$ cat config.mk
export PLATFORM = sky130hd
export DESIGN_NAME = coef_matrix_engine
export DESIGN_NICKNAME = d
export VERILOG_FILES = /design/src/rtl/cme_pkg.sv /design/src/rtl/cme_ctrl.sv /design/src/rtl/cme_datapath.sv /design/src/rtl/coef_matrix_engine.sv
export SDC_FILE = /design/constraint.sdc
export NUM_CORES = 2
export LEC_CHECK = 0
export ABC_AREA = 1
export CAP_MARGIN = 25
export CORE_ASPECT_RATIO = 1.5
export CORE_UTILIZATION = 35
export CTS_BUF_LIST = sky130_fd_sc_hd__clkbuf_2 sky130_fd_sc_hd__clkbuf_4 sky130_fd_sc_hd__clkbuf_8
export CTS_CLUSTER_DIAMETER = 30
export DETAILED_ROUTE_END_ITERATION = 16
export GPL_TIMING_DRIVEN = 0
export PLACE_DENSITY = 0.54
export REMOVE_ABC_BUFFERS = 1
export SYNTH_ARGS = -nofsm -noshare
export SYNTH_HDL_FRONTEND = slang
export SYNTH_SLANG_ARGS = --single-unit
export TNS_END_PERCENT = 5
$ cat constraint.sdc
create_clock -name clk -period 15.8 [get_ports clk]
set_input_delay 1.58 -clock clk [delete_from_list [all_inputs] [get_ports clk]]
set_output_delay 1.58 -clock clk [all_outputs]
set_load 0.01 [all_outputs]
$ cat src/rtl/cme_pkg.sv
package cme_pkg;

  // Coefficient bank geometry: rows of weights, columns of samples.
  localparam int NROW     = 3;
  localparam int NCOL     = 3;
  // Register stages from the sample inputs to the result outputs.
  localparam int PIPE_LAT = 3;

  typedef enum logic [1:0] {
    MODE_MATRIX = 2'b00,
    MODE_FIR    = 2'b01,
    MODE_ALT_A  = 2'b10,
    MODE_ALT_B  = 2'b11
  } cme_mode_e;

  // Strobes from control to datapath.
  typedef struct packed {
    logic            flush;  // mode transition: clear history and pipeline
    logic            fir;    // active mode uses the history taps
    logic [NROW-1:0] rowWr;  // one-hot coefficient row write
  } cme_strobe_t;

endpackage

$ cat src/rtl/cme_ctrl.sv
module cme_ctrl
  import cme_pkg::*;
#(
  parameter int LAT = PIPE_LAT
) (
  input  logic        clk,
  input  logic        rst,
  input  logic [1:0]  modeSel,
  input  logic [1:0]  coefWe,
  output cme_strobe_t strb,
  output logic        outValid
);

  // Matrix results need only the pipeline to refill; the filter needs
  // NROW-1 extra triplets of history on top of it.
  localparam int FILL_MAT = LAT;
  localparam int FILL_FIR = LAT + NROW - 1;
  localparam int CNT_W    = $clog2(FILL_FIR + 1);

  logic [1:0]       modeQ;
  logic             modeChange;
  logic             firMode;
  logic [CNT_W-1:0] fillCnt;
  logic [NROW-1:0]  rowSel;

  assign modeChange = (modeSel != modeQ);
  assign firMode    = (modeQ != MODE_MATRIX);

  always_ff @(posedge clk) begin
    if (rst) begin
      modeQ   <= MODE_MATRIX;
      fillCnt <= '0;
    end else if (modeChange) begin
      modeQ   <= modeSel;
      fillCnt <= '0;
    end else if (fillCnt != CNT_W'(FILL_FIR)) begin
      fillCnt <= fillCnt + CNT_W'(1);
    end
  end

  // Row-select code k (1..NROW) writes row k-1; code 0 holds the bank.
  for (genvar r = 0; r < NROW; r++) begin : g_rowdec
    assign rowSel[r] = (coefWe == 2'(r + 1));
  end

  assign strb = '{flush: modeChange, fir: firMode, rowWr: rowSel};

  assign outValid = (fillCnt >= (firMode ? CNT_W'(FILL_FIR) : CNT_W'(FILL_MAT)));

  // a flush edge always leaves the outputs flagged invalid.
  p_flush_invalid_r10: assert property (@(posedge clk) disable iff (rst)
    strb.flush |=> !outValid);

  // once valid, the flag holds until the next flush.
  p_valid_stays_r10: assert property (@(posedge clk) disable iff (rst)
    (outValid && !strb.flush) |=> outValid);

endmodule

$ cat src/rtl/cme_datapath.sv
module cme_datapath
  import cme_pkg::*;
#(
  parameter int DW   = 12,
  parameter int CW   = 10,
  parameter int FRAC = 9,
  parameter int CASW = 16
) (
  input  logic                   clk,
  input  logic                   rst,
  input  cme_strobe_t            strb,
  input  logic signed [CW-1:0]   coefA,
  input  logic signed [CW-1:0]   coefB,
  input  logic signed [CW-1:0]   coefC,
  input  logic signed [DW-1:0]   dinA,
  input  logic signed [DW-1:0]   dinB,
  input  logic signed [DW-1:0]   dinC,
  input  logic signed [CASW-1:0] casIn,
  output logic signed [DW-1:0]   outX,
  output logic signed [DW-1:0]   outY,
  output logic signed [DW-1:0]   outZ,
  output logic signed [CASW-1:0] casOut
);

  // FRAC must be at least 1 for the half-LSB rounding constant.
  localparam int PW    = DW + CW;
  localparam int GROWW = PW + $clog2(NROW * NCOL);
  localparam int CASSH = CASW + FRAC;
  localparam int ACCW  = ((GROWW > CASSH) ? GROWW : CASSH) + 2;

  localparam logic signed [ACCW-1:0] HALF  = ACCW'(1) <<< (FRAC - 1);
  localparam logic signed [ACCW-1:0] D_MAX = (ACCW'(1) <<< (DW - 1)) - ACCW'(1);
  localparam logic signed [ACCW-1:0] D_MIN = ~D_MAX;
  localparam logic signed [ACCW-1:0] C_MAX = (ACCW'(1) <<< (CASW - 1)) - ACCW'(1);
  localparam logic signed [ACCW-1:0] C_MIN = ~C_MAX;

  function automatic logic signed [ACCW-1:0] roundShift(input logic signed [ACCW-1:0] v);
    return (v + HALF) >>> FRAC;
  endfunction

  function automatic logic signed [DW-1:0] satData(input logic signed [ACCW-1:0] v);
    if (v > D_MAX)      return D_MAX[DW-1:0];
    else if (v < D_MIN) return D_MIN[DW-1:0];
    else                return v[DW-1:0];
  endfunction

  function automatic logic signed [CASW-1:0] satCas(input logic signed [ACCW-1:0] v);
    if (v > C_MAX)      return C_MAX[CASW-1:0];
    else if (v < C_MIN) return C_MIN[CASW-1:0];
    else                return v[CASW-1:0];
  endfunction

  logic                   clr;
  logic signed [CW-1:0]   kIn    [NCOL];
  logic signed [DW-1:0]   dIn    [NCOL];
  logic signed [CW-1:0]   coef   [NROW][NCOL];
  logic signed [DW-1:0]   tap    [NROW][NCOL];
  logic signed [DW-1:0]   opnd   [NROW][NCOL];
  logic signed [PW-1:0]   prod   [NROW][NCOL];
  logic signed [CASW-1:0] casQ1, casQ2;
  logic signed [ACCW-1:0] rowSum [NROW];
  logic signed [ACCW-1:0] firSum;
  logic signed [DW-1:0]   rowSat [NROW];
  logic signed [DW-1:0]   rowOut [NROW];
  logic signed [CASW-1:0] casReg;

  assign clr = rst | strb.flush;

  assign kIn[0] = coefA;
  assign kIn[1] = coefB;
  assign kIn[2] = coefC;
  assign dIn[0] = dinA;
  assign dIn[1] = dinB;
  assign dIn[2] = dinC;

  // Coefficient bank: only reset clears it, a mode flush leaves it alone.
  always_ff @(posedge clk) begin
    for (int r = 0; r < NROW; r++) begin
      for (int j = 0; j < NCOL; j++) begin
        if (rst)                coef[r][j] <= '0;
        else if (strb.rowWr[r]) coef[r][j] <= kIn[j];
      end
    end
  end

  // Multiplier operand: the newest triplet in matrix mode, the history
  // age matching the row in filter mode.
  for (genvar r = 0; r < NROW; r++) begin : g_row
    for (genvar j = 0; j < NCOL; j++) begin : g_col
      assign opnd[r][j] = strb.fir ? tap[r][j] : tap[0][j];

      // a row whose write strobe is low keeps its coefficients.
      p_row_hold_r2: assert property (@(posedge clk) disable iff (rst)
        !strb.rowWr[r] |=> $stable(coef[r][j]));
    end
  end

  // Stage 1: sample history and cascade capture. Stage 2: products.
  always_ff @(posedge clk) begin
    if (clr) begin
      casQ1 <= '0;
      casQ2 <= '0;
      for (int r = 0; r < NROW; r++) begin
        for (int j = 0; j < NCOL; j++) begin
          tap[r][j]  <= '0;
          prod[r][j] <= '0;
        end
      end
    end else begin
      casQ1 <= casIn;
      casQ2 <= casQ1;
      for (int j = 0; j < NCOL; j++) tap[0][j] <= dIn[j];
      for (int r = 1; r < NROW; r++) begin
        for (int j = 0; j < NCOL; j++) tap[r][j] <= tap[r-1][j];
      end
      for (int r = 0; r < NROW; r++) begin
        for (int j = 0; j < NCOL; j++) prod[r][j] <= PW'(opnd[r][j]) * PW'(coef[r][j]);
      end
    end
  end

  // Stage 3 arithmetic: full-precision row sums and the cascade total.
  always_comb begin
    firSum = ACCW'(casQ2) <<< FRAC;
    for (int r = 0; r < NROW; r++) begin
      rowSum[r] = '0;
      for (int j = 0; j < NCOL; j++) rowSum[r] = rowSum[r] + ACCW'(prod[r][j]);
      firSum = firSum + rowSum[r];
    end
  end

  for (genvar r = 0; r < NROW; r++) begin : g_sat
    assign rowSat[r] = satData(roundShift(rowSum[r]));
  end

  always_ff @(posedge clk) begin
    if (clr) begin
      for (int r = 0; r < NROW; r++) rowOut[r] <= '0;
      casReg <= '0;
    end else if (strb.fir) begin
      for (int r = 0; r < NROW; r++) rowOut[r] <= '0;
      casReg <= satCas(roundShift(firSum));
    end else begin
      for (int r = 0; r < NROW; r++) rowOut[r] <= rowSat[r];
      casReg <= '0;
    end
  end

  assign outX   = rowOut[0];
  assign outY   = rowOut[1];
  assign outZ   = rowOut[2];
  assign casOut = casReg;

  // every result output reads zero right after a flush edge.
  p_flush_zero_r9: assert property (@(posedge clk) disable iff (rst)
    strb.flush |=> (outX == '0 && outY == '0 && outZ == '0 && casOut == '0));

  // the cascade output stays silent in matrix mode.
  p_matrix_cas_r3: assert property (@(posedge clk) disable iff (rst)
    (!strb.fir && !strb.flush) |=> (casOut == '0));

  // the matrix outputs stay silent in the filter modes.
  p_fir_rows_r6: assert property (@(posedge clk) disable iff (rst)
    (strb.fir && !strb.flush) |=> (outX == '0 && outY == '0 && outZ == '0));

endmodule

$ cat src/rtl/coef_matrix_engine.sv
module coef_matrix_engine
  import cme_pkg::*;
#(
  parameter int DATA_W = 12,
  parameter int COEF_W = 10,
  parameter int FRAC_W = 9,
  parameter int CAS_W  = 16
) (
  input  logic                    clk,
  input  logic                    rst,
  input  logic [1:0]              modeSel,
  input  logic [1:0]              coefWe,
  input  logic signed [COEF_W-1:0] coefA,
  input  logic signed [COEF_W-1:0] coefB,
  input  logic signed [COEF_W-1:0] coefC,
  input  logic signed [DATA_W-1:0] dinA,
  input  logic signed [DATA_W-1:0] dinB,
  input  logic signed [DATA_W-1:0] dinC,
  input  logic signed [CAS_W-1:0]  casIn,
  output logic signed [DATA_W-1:0] outX,
  output logic signed [DATA_W-1:0] outY,
  output logic signed [DATA_W-1:0] outZ,
  output logic signed [CAS_W-1:0]  casOut,
  output logic                    outValid
);

  cme_strobe_t strb;

  cme_ctrl #(
    .LAT (PIPE_LAT)
  ) u_ctrl (
    .clk      (clk),
    .rst      (rst),
    .modeSel  (modeSel),
    .coefWe   (coefWe),
    .strb     (strb),
    .outValid (outValid)
  );

  cme_datapath #(
    .DW   (DATA_W),
    .CW   (COEF_W),
    .FRAC (FRAC_W),
    .CASW (CAS_W)
  ) u_dp (
    .clk    (clk),
    .rst    (rst),
    .strb   (strb),
    .coefA  (coefA),
    .coefB  (coefB),
    .coefC  (coefC),
    .dinA   (dinA),
    .dinB   (dinB),
    .dinC   (dinC),
    .casIn  (casIn),
    .outX   (outX),
    .outY   (outY),
    .outZ   (outZ),
    .casOut (casOut)
  );

endmodule

# Word-level counts from Yosys, hierarchy flattened
# Memories as Yosys holds them, arrays and structs flattened.
# Cells that the tools add are included.
[word_totals]
register_bits = 53
mem_bits_rw = 432
latchBits = 0
romBits = 0
n_memories = 4
input_bits = 88
[memory_table]
columns = ["memory", "words", "width", "read_ports", "rd_clocked_by_memory_dff", "write_ports", "line_no", "rtl"]
rows = [
  ["u_dp.prod", 3, 66, 3, 0, 3, "cme_datapath.sv:59", "logic signed [PW-1:0] prod [NROW][NCOL];"],
  ["u_dp.tap", 3, 36, 3, 0, 3, "cme_datapath.sv:57", "logic signed [DW-1:0] tap [NROW][NCOL];"],
  ["u_dp.coef", 3, 30, 3, 0, 3, "cme_datapath.sv:56", "logic signed [CW-1:0] coef [NROW][NCOL];"],
  ["u_dp.rowOut", 3, 12, 3, 0, 3, "cme_datapath.sv:64", "logic signed [DW-1:0] rowOut [NROW];"],
]
[classes]
n_reduce_logical = 4
addsub = 14
magnitude_cmp = 9
n_mux = 68
eq_ne = 5
div_mod_pow = 0
bitwise = 35
multipliers = 9
shift = 0
[op_table]
columns = ["operator", "n"]
rows = [
  ["12-bit 2-to-1 mux", 27],
  ["12-bit by 10-bit multiplier with 22-bit output", 9],
  ["22-bit 2-to-1 mux", 9],
  ["28-bit by 10-bit adder with 28-bit output (second input constant)", 4],
  ["10-bit 2-to-1 mux", 9],
  ["23-bit by 22-bit adder with 24-bit output", 3],
  ["22-bit by 22-bit adder with 23-bit output", 3],
  ["19-bit by 12-bit > comparator with 1-bit output (second input constant)", 3],
  ["19-bit by 12-bit < comparator with 1-bit output (second input constant)", 3],
  ["28-bit adder", 2],
  ["1-bit bitwise OR", 34],
  ["25-bit by 28-bit adder with 28-bit output", 1],
  ["1-bit 2-to-1 mux", 20],
  ["19-bit by 16-bit > comparator with 1-bit output (second input constant)", 1],
  ["19-bit by 16-bit < comparator with 1-bit output (second input constant)", 1],
  ["16-bit 2-to-1 mux", 1],
  ["15-bit 2-to-1 mux", 1],
  ["2-bit equality test (second input constant)", 2],
  ["2-bit OR reduction", 2],
  ["3-bit by 1-bit adder with 3-bit output (second input constant)", 1],
  ["3-bit greater-or-equal comparator", 1],
  ["3-bit 2-to-1 mux", 1],
  ["3-bit != test (second input constant)", 1],
  ["3-bit OR reduction", 1],
  ["other kinds (4)", 4],
]

# Logic depth before layout (Yosys ltp)
# An unclocked memory read counts as a cell.
[depth]
depth_word = 10
ltp_mapped = 36

# Cells and area by module
# From an unflattened synthesis, not the netlist that was laid out.
[unflattened]
cells_unflattened = 7942
area_unflattened_um2 = 64669.5
[modules_own_cells]
columns = ["mod", "area_per_inst_um2", "cells_per_inst", "n_inst"]
rows = [
  ["cme_datapath", 64369.2, 7895, 1],
  ["cme_ctrl", 300.3, 47, 1],
]

# Worst setup path after synthesis
# OpenSTA, ideal clock, no wires.
[synth_path]
path_kind = "register to register"
startpoint = "reg u_ctrl.modeQ[0]"
endpoint = "mem u_dp.prod[0][83] in the netlist's numbering"
stages_incl_launch_ff = 24
n_path_buf = 1
setup_ps = 70
required_time_ps = 15730
slack_ps = 10185
arrival_time_ps = 5546
path_cell_list = "dfxtp_1 nor2_1 inv_2 clkbuf_1 a21oi_1 nand2_1 fa_1 inv_1 fa_1 inv_1 fa_1 inv_1 fa_1 fa_1 ha_1 inv_1 o21bai_1 a211oi_1 o21ai_0 a31oi_1 o21ai_0 a21boi_0 o21ai_0 a21oi_1"
[synth_lines]
columns = ["item", "line_no", "rtl"]
rows = [
  ["start: declaration", "cme_ctrl.sv:20", "logic [1:0] modeQ;"],
  ["start signal: assignment", "cme_ctrl.sv:34", "modeQ <= modeSel;"],
  ["end: declaration", "cme_datapath.sv:59", ""],
]

==> reports/qor.txt <==
Area Overhead vs Synth: 10.5%
Crit Path Max Fanout: 69
Starting Density: 0.353
reg-to-reg critical path startpoint: u_ctrl.modeQ[0]
# resized after CTS: 0
Seq cells post-synth: 485
io pins: 141
count leader, synth: inv_1
Hold Crit Class: reg2reg
Avg Inst Size Synth: 8.11 um^2
Post-synth ARST share: 0
fmax: 121 MHz
first-pass GRT wire length: 292,000 um
vias per std cell: 4.71
CTS sink cnt: 485
Worst Tran Pin Value: 1.23 ns
Final #Nets: 9,805
wire per inst: 17.5 um
min Tclk post-route: 8.23 ns
crit start category: flop
Synth Area in XOR/XNOR: 0.0199
1st-iter DRT viols: 2,734
# setup viols final: 0
Cell Chain, Critical Path: nor2_4, inv_4, buf_16, nor2_1, inv_1, o21ai_1, nor2_1, fa_1, inv_1, fa_1, inv_1, fa_1, fa_1, fa_1, ha_1, a21oi_1, inv_1, o21ai_0, o211ai_1, a31oi_1, o21ai_0, a21boi_0, o21ai_0, a21oi_1
DP Cell Count: 10,386
Post-Syn Instances: 7,940
cell repeated most along the worst path: fa_1
post-synthesis mux area share: 0
Worst-path clk slew: 0.07 ns
delay of the slowest critical-path stage: 0.94 ns
EDFF count, synth: 126
vias in the first global route: 53,227
Max IR drop VDD: 260 uV
Unique masters post-synth: 50
Worst Hold Path EP: u_dp.casQ2[13]
vias: 50,015
R2R Setup Slk: 7.57 ns
WL final: 185,000 um
max_cap viols: 0
CTS tree: built
Worst-Skew Late Latency: 0.81 ns
relative slew slack: 0.183
Port Buf Inserts: 140
utilization after layout: 0.390
CTS buffer count: 100
GRT Overall Usage: 0.202
combinational family with the most area after synthesis: adder cells
top_reg_cell synth: dfxtp_1
Layout Cells excl Fill: 10,609
Compound-Gate Fraction of Synth Area: 0.0691
critical path class: reg2reg
crit path DAT: 8.78 ns
Crit Reg-Reg Endpoint: u_dp.prod[0][171]
leading area contributor after synthesis: fa_1
period utilization: 0.521
grt ovf: 0
Final Max Tran Viols: 0
Fin. Hold Viols: 0
core area: 183,000 um^2
post-place setup slack: 7.68 ns
largest net degree at the start of global routing: 111
die height: 527 um
Max stage delay cell, worst path: a21oi_1
post-synth top area share: 0.333
share of cells above drive strength 1: 0.0423
Post-DRT Antenna Nets: 0
die area: 186,000 um^2
clk buf depth: 3
DRC viols: 0
Hold Path Stages: 2
status: completed
hold_sp: u_dp.casQ1[13]
critical path data required time: 16.35 ns
1st-pass router iterations: 8
top cells by area, synth: fa_1, ha_1, dfxtp_1
crit end category: flop
CTS root buffer: clkbuf_8
synth warn: 0
Mapped Area: 64,400 um^2
unrepaired setup endpoints after global routing: false
Post-CTS Setup Inserts: 0
Synth Area in Simple Gates: 0.172
die width: 352 um
clk_skew: 0.0625 ns
Post-synth top cells: inv_1, nand2_1, fa_1
sequential area share after synthesis: 0.170
PwrDens: 143 nW/um^2
antenna violations before repair: 9
Placer Congestion: 0.929
Row Count: 192
post-synthesis adder-cell area fraction: 0.446
Max H-tree Level: 3
leakage power: 0.0356 uW
final hold slack: 0.408 ns
filler cell count: 18,962
cts hold-fix bufs: 0
r2r worst-path depth: 24
final worst slack: 7.57 ns
post-DP HPWL: 159,000 um
how the worst max path moves through the flow:
| stage | from | endpoint | slack [ns] | depth (start not counted) |
|---|---|---|---|---|
| floorplan | modeSel[0] | u_dp.rowOut[0][35] | 5.04 | 9 |
| global placement | modeSel[0] | u_dp.rowOut[0][35] | -10.06 | 10 |
| detailed placement | u_ctrl.modeQ[0] | u_dp.prod[0][171] | 7.68 | 24 |
| CTS | u_ctrl.modeQ[0] | u_dp.prod[0][171] | 7.61 | 24 |
| global route | u_ctrl.modeQ[0] | u_dp.prod[0][171] | 7.20 | 24 |
| finish | u_ctrl.modeQ[0] | u_dp.prod[0][171] | 7.57 | 24 |
power by group:
part | total, uW | switching, uW | leakage [uW] | internal [uW]
sequential | 1600 | 174 | 0.00420 | 1430
clock | 1540 | 654 | 0.00119 | 889
combinational | 7010 | 4540 | 0.0303 | 2460
final cells by class:
class                           count  area [um^2]  area share
Multi-Input combinational cell   5382        45700       0.642
Sequential cell                   485        11000       0.154
Inverter                         1929         7250       0.102
Tap cell                         2425         3030      0.0426
Timing Repair Buffer              167         1790      0.0251
Clock buffer                      126         1640      0.0230
Clock inverter                     63          729      0.0102
Antenna cell                       32         80.1     0.00112
cell usage in the layout (no fill, tap or decap), types with 12 or more instances in the layout:
master           synthesis  layout
o21ai_0                244     241
ha_1                   582     582
inv_6                    0      12
xnor2_1                 86      86
nand3_2                  9      12
clkinvlp_4               0      13
conb_1                   1      36
edfxtp_1               126     126
a31oi_1                 23      23
o21bai_1                25      25
inv_2                   14      13
clkbuf_8                 0     111
nand3_1                166     163
dfxtp_1                359     359
nand3b_1                17      17
nor3_1                  28      28
nand2_2                 38      38
o21ai_1                 15      15
nand4_1                 44      44
a21oi_2                 15      15
a21oi_1                431     431
clkdlybuf4s50_1          0     140
diode_2                  0      32
nor2_4                  10      12
clkbuf_4                 0      16
o21a_1                  27      27
fa_1                  1070    1070
nor2_1                 894     892
clkinv_1                16      18
nand2_1               1473    1473
clkinv_2                 0      14
xor2_1                  60      60
inv_1                 1899    1898
nor2_2                  16      16
a21boi_0                15      15
per-stage QoR:
stage / TNS [ns] / power, uW / cell area, um^2
after floorplan: 0 / 6610 / 63800
after global placement: -2263.38 / 8600 / 68300
after detailed placement: 0 / 8670 / 68700
after CTS: 0 / 10300 / 71100
after global routing: 0 / 11300 / 71200
final: 0 / 10200 / 71200
per-layer routing:
metal  up-vias  track usage  part of all wire
met5         -            0                 0
met4         0        0.114             0.062
met3       344       0.0184             0.038
met2      1203        0.376              0.52
met1     24384        0.225              0.38
li1      24084            -                 -
state kept, by name, indices dropped and copies added (netlist names):
| signal | cells |
|---|---|
| u_dp.rowOut | 36 |
| u_dp.casOut | 16 |
| u_ctrl.modeQ | 2 |
| u_dp.tap | 108 |
| u_dp.coef | 90 |
| u_dp.prod | 198 |
| u_dp.casQ1 | 16 |
| u_dp.casQ2 | 16 |
| u_ctrl.fillCnt | 3 |
worst max-delay path: cells and delay by family, from the launching register on:
family | cells | cell delay [ns]
flops | 1 | 0.34
buf+inv | 6 | 0.76
fa+ha+maj | 6 | 2.84
simple gates | 3 | 1.04
compound gates | 9 | 2.89
logic make-up (layout without fill, tap and decap cells):
logic type / count (synthesis) / in the layout
AO/OA/AOI/OAI: 823 / 823
XOR/XNOR: 146 / 146
flip-flops: 485 / 485
other: 1 / 68
AND/OR/NAND/NOR: 2725 / 2725
buffers and inverters: 2108 / 2285
adder cells (fa/ha/maj): 1652 / 1652
Power figures use the tool's default switching activity.
